<file path="config.mk">
export PLATFORM = sky130hd
export DESIGN_NAME = energy_cmp
export DESIGN_NICKNAME = d
export VERILOG_FILES = /design/src/rtl/parseval_pkg.sv /design/src/rtl/energy_cmp.sv
export SDC_FILE = /design/constraint.sdc
export NUM_CORES = 1
export LEC_CHECK = 0
export ABC_AREA = 0
export CORE_ASPECT_RATIO = 1.25
export CORE_MARGIN = 4
export CORE_UTILIZATION = 25
export CTS_CLUSTER_SIZE = 8
export DETAILED_ROUTE_END_ITERATION = 16
export SLEW_MARGIN = 20
export SYNTH_ARGS = -nofsm -noshare
export SYNTH_HDL_FRONTEND = slang
export SYNTH_SLANG_ARGS = --single-unit
export TNS_END_PERCENT = 1
</file>
<file path="constraint.sdc">
create_clock -name clk -period 5.7 [get_ports clk]
set_input_delay 0.57 -clock clk [delete_from_list [all_inputs] [get_ports clk]]
set_output_delay 0.57 -clock clk [all_outputs]
set_load 0.02 [all_outputs]
</file>
<file path="src/rtl/parseval_pkg.sv">
package parseval_pkg;

    localparam int DEF_IN_W     = 12;
    localparam int DEF_OUT_W    = 14;
    localparam int DEF_ACC_W    = 39;
    localparam int DEF_SCALE_SH = 10;
    localparam int DEF_TOL      = 1;

    typedef struct packed {
        logic clear;
        logic valid;
    } acc_ctrl_t;

    typedef struct packed {
        logic done;
        logic err;
    } verdict_t;

endpackage

</file>
<file path="src/rtl/energy_cmp.sv">
module energy_cmp
    import parseval_pkg::*;
#(
    parameter int ACC_W      = 39,
    parameter int SCALE_SH   = 10,
    parameter bit SCALE_LEFT = 1'b1,
    parameter int TOL        = 1
) (
    input  logic             clk,
    input  logic             rst,
    input  logic             frame_end,
    input  logic [ACC_W-1:0] ein,
    input  logic [ACC_W-1:0] eout,
    output verdict_t         verdict
);

    localparam int SC_W = ACC_W + SCALE_SH + 1;
    localparam logic [SC_W:0] TOL_V = (SC_W + 1)'(TOL);

    logic [SC_W-1:0] ein_ext;
    logic [SC_W-1:0] eout_ext;
    logic [SC_W-1:0] ein_scaled;
    logic [SC_W:0]   diff;
    logic [SC_W:0]   abs_diff;
    logic            mismatch;

    assign ein_ext  = {{(SC_W - ACC_W){1'b0}}, ein};
    assign eout_ext = {{(SC_W - ACC_W){1'b0}}, eout};

    generate
        if (SCALE_LEFT) begin : g_left
            assign ein_scaled = ein_ext << SCALE_SH;
        end else begin : g_right
            assign ein_scaled = ein_ext >> SCALE_SH;
        end
    endgenerate

    assign diff     = {1'b0, ein_scaled} - {1'b0, eout_ext};
    assign abs_diff = diff[SC_W] ? (~diff + 1'b1) : diff;
    assign mismatch = abs_diff > TOL_V;

    always_ff @(posedge clk) begin
        if (rst) begin
            verdict <= '0;
        end else begin
            verdict.done <= frame_end;
            if (frame_end)
                verdict.err <= mismatch;
        end
    end

    AST_DONE_AFTER_END: assert property (@(posedge clk) disable iff (rst)
        frame_end |=> verdict.done);

    AST_DONE_ONLY_AFTER_END: assert property (@(posedge clk) disable iff (rst)
        !frame_end |=> !verdict.done);

    AST_ERR_HELD: assert property (@(posedge clk) disable iff (rst)
        !frame_end |=> $stable(verdict.err));

endmodule

</file>
==> run_results.csv <==
group,metric,value,unit
layout,nets,800,
yosys,ys.flop_type,"dfxtp_1",
layout,drive_above_1_share,6.99,%
worst_hold_path,hp-start,"verdict[0]",
clocking,clock_path_buffers,2,
routing,drtIter0Drc,280,
yosys,ys_seq_area_share,0.941,%
yosys,yosysTopAreaCell,"ha_1",
clocking,numClockSinks,2,
routing,drc,0,
critical_path,cp.arrival,5110,ps
layout,area_growth,24.7,%
timing,rsz0062_at_grt,"false",
yosys,synth.top_cell.area_share,8.82,%
clocking,holdBufCountCts,0,
global_routing,grt_pass1_wl,23500,um
layout,largest-register,"verdict",
critical_path,slowest_delay,680,ps
worst_hold_path,min_path_type,"reg2reg",
yosys,yosys-top-cells-area,"ha_1, xnor2_1, a21oi_1",
routing,first_pass_iters,5,
floorplanning,dieArea,0.0192,mm2
layout,final_util,31.6,%
timing,fmax,200,MHz
run_status,outcome,"completed",
global_routing,grt_max_degree,20,
timing,finalMaxSlewViolations,0,
pwr,ir_drop,0.0000582,V
critical_path,cp_max_fo,9,
place,gp_congestion,0.929,
layout,final_cell_mix,"clkdlybuf4s50_1, nand2_1, a21oi_1, nor2_1, inv_1",
critical_path,required,5810,ps
clocking,cts_tree,"built",
yosys,syn_area,0.00425,mm2
critical_path,path_cells,"clkdlybuf4s50_1 -> inv_1 -> ha_1 -> nor4b_4 -> and4_1 -> o21ai_0 -> nand3_1 -> xnor2_1 -> nand3_1 -> buf_4 -> or4b_1 -> o21a_1 -> a2111oi_1 -> o21bai_1 -> nand3_1 -> o21a_1",
yosys,syn-instance-count,627,
yosys,synth-warning-count,0,
clocking,htree_levels,1,
critical_path,r2r_slack,4960,ps
floorplanning,rows,53,
clocking,cts.repair.resized,0,
routing,vias_per_cell,5.46,
yosys,async_reset_ff_share,0,%
timing,fin_worst_hold_slack,633,ps
yosys,synth_nets,738,
critical_path,r2r_start,"verdict[0]",
layout,final_common_cell,"clkdlybuf4s50_1",
global_routing,overflow,0,
clocking,clk_latency,220,ps
run,maxCapViolations,0,
clocking,cts_buffers,3,
critical_path,worst-setup-path-type,"in2reg",
timing,fin_crit,5000,ps
critical_path,rr_worst_depth,3,
floorplanning,core_area,0.0168,mm2
timing,finalSetupViolations,0,
worst_hold_path,min_path_cells,3,
yosys,yosysUniqueCellTypes,94,
timing,worstMarginPinSlew,845,ps
global_routing,grt_use_total,14.2,%
layout,largest_reg_flops,2,
place,hpwl,12200,um
routing,vias,4952,
critical_path,startpoint_type,"input port",
timing,fin_crit_sh,87.7,%
routing,routed_wl,14600,um
floorplanning,dieWidth,125,um
place,port-buffer-count,82,
floorplanning,die_y,154,um
timing,slew_headroom,43.6,%
critical_path,critPathSlowestCell,"or4b_1",
yosys,synth-edff-count,0,
layout,diodes,0,
layout,reg_top3,"verdict: 2 flops",
clocking,cts-root-buf,"clkbuf_16",
timing,hold_violations,0,
pwr,power_leakage,0.00190,uW
yosys,ys_ff_latch,2,
clocking,cts_setup_buffers,0,
global_routing,grt_pass1_vias,4644,
timing,finClkSkew,0,ps
global_routing,antenna_found_initial,0,
pwr,power_density,128,mW/mm2
routing,wl_per_cell,16.1,um
critical_path,rr_endpoint,"verdict[0]",
floorplanning,start_util,25.4,%
worst_hold_path,hold_path_end,"verdict[0]",
yosys,syn_area_per_cell,6.78,um2
critical_path,cpMostUsedCell,"nand3_1",
timing,tns,0,ps
routing,drtAntennaViolNets,0,
clocking,cts.clk_slew.worst_paths,30,ps
floorplanning,pin_count,83,
critical_path,crit_path_end_kind,"flop",
worst max-delay path by stage:
stage                        start    endpoint  slack (ps)  depth (start not counted)
after global routing      eout[15]  verdict[0]         420                         15
final                      eout[0]  verdict[0]         700                         16
after detailed placement   eout[0]  verdict[0]         540                         16
after floorplan            eout[0]  verdict[0]        1460                         16
after CTS                  eout[0]  verdict[0]         770                         15
after global placement     eout[0]  verdict[0]         590                         16
final cells by class:
class | instances | area, um2
clock buffers | 3 | 75.1
fillers | 1825 | 11500
inverters | 38 | 143
multi-input cells | 557 | 3920
flip-flops and latches | 2 | 40.0
well taps | 220 | 275
repair buffers | 87 | 858
kinds of logic after synthesis:
family          synth area share [%]
compound gates                  35.1
xor+xnor                        10.5
fa+ha+maj                       8.82
buf+inv                         7.03
flops                          0.941
mux                             1.94
simple gates                    35.7
critical path, delay by kind of cell:
family          cells  cell delay, ps
compound gates      5            1170
xor+xnor            1             480
fa+ha+maj           1             300
buf+inv             3             930
simple gates        6            1660
power breakdown:
part	switching [uW]	leakage (uW)	internal [uW]
clock	16.7	0.0000370	89.3
sequential	0.545	0.0000167	15.0
combinational	334	0.00185	224
total	351	0.00190	328
cells in the mapped netlist (all sizes together), types with 7 or more instances:
master and count:
buf 18, a21o 11, o21ai 38, a31oi 10, or3 8, a211oi 7, nand4 15, xor2 17
o211ai 9, nor2b 7, nor3 22, clkbuf 12, and2 12, o21bai 10, nor4 20, nand2 61
ha 30, o21a 9, nand3 17, inv 38, and3 7, xnor2 31, nor2 50, a21oi 51
routing by layer:
| layer | global-route usage, % | share of wire (%) | wire length (um) |
|---|---|---|---|
| met5 | 0 | 0 | 0 |
| met4 | 2.45 | 0.92 | 134 |
| met3 | 1.15 | 4.2 | 617 |
| met2 | 26.3 | 51 | 7440 |
| met1 | 18.2 | 44 | 6440 |
metrics by stage:
step / std cells / setup WS, ps / instance area (um2) / total power (uW)
global route: 907 / 425 / 5310 / 732
global placement: 904 / 589 / 5230 / 567
finish: 907 / 701 / 5310 / 679
CTS: 907 / 766 / 5310 / 676
detailed placement: 904 / 545 / 5230 / 565
floorplan: 627 / 1460 / 4250 / 392
Note: power is estimated with default switching activity, not from simulation.
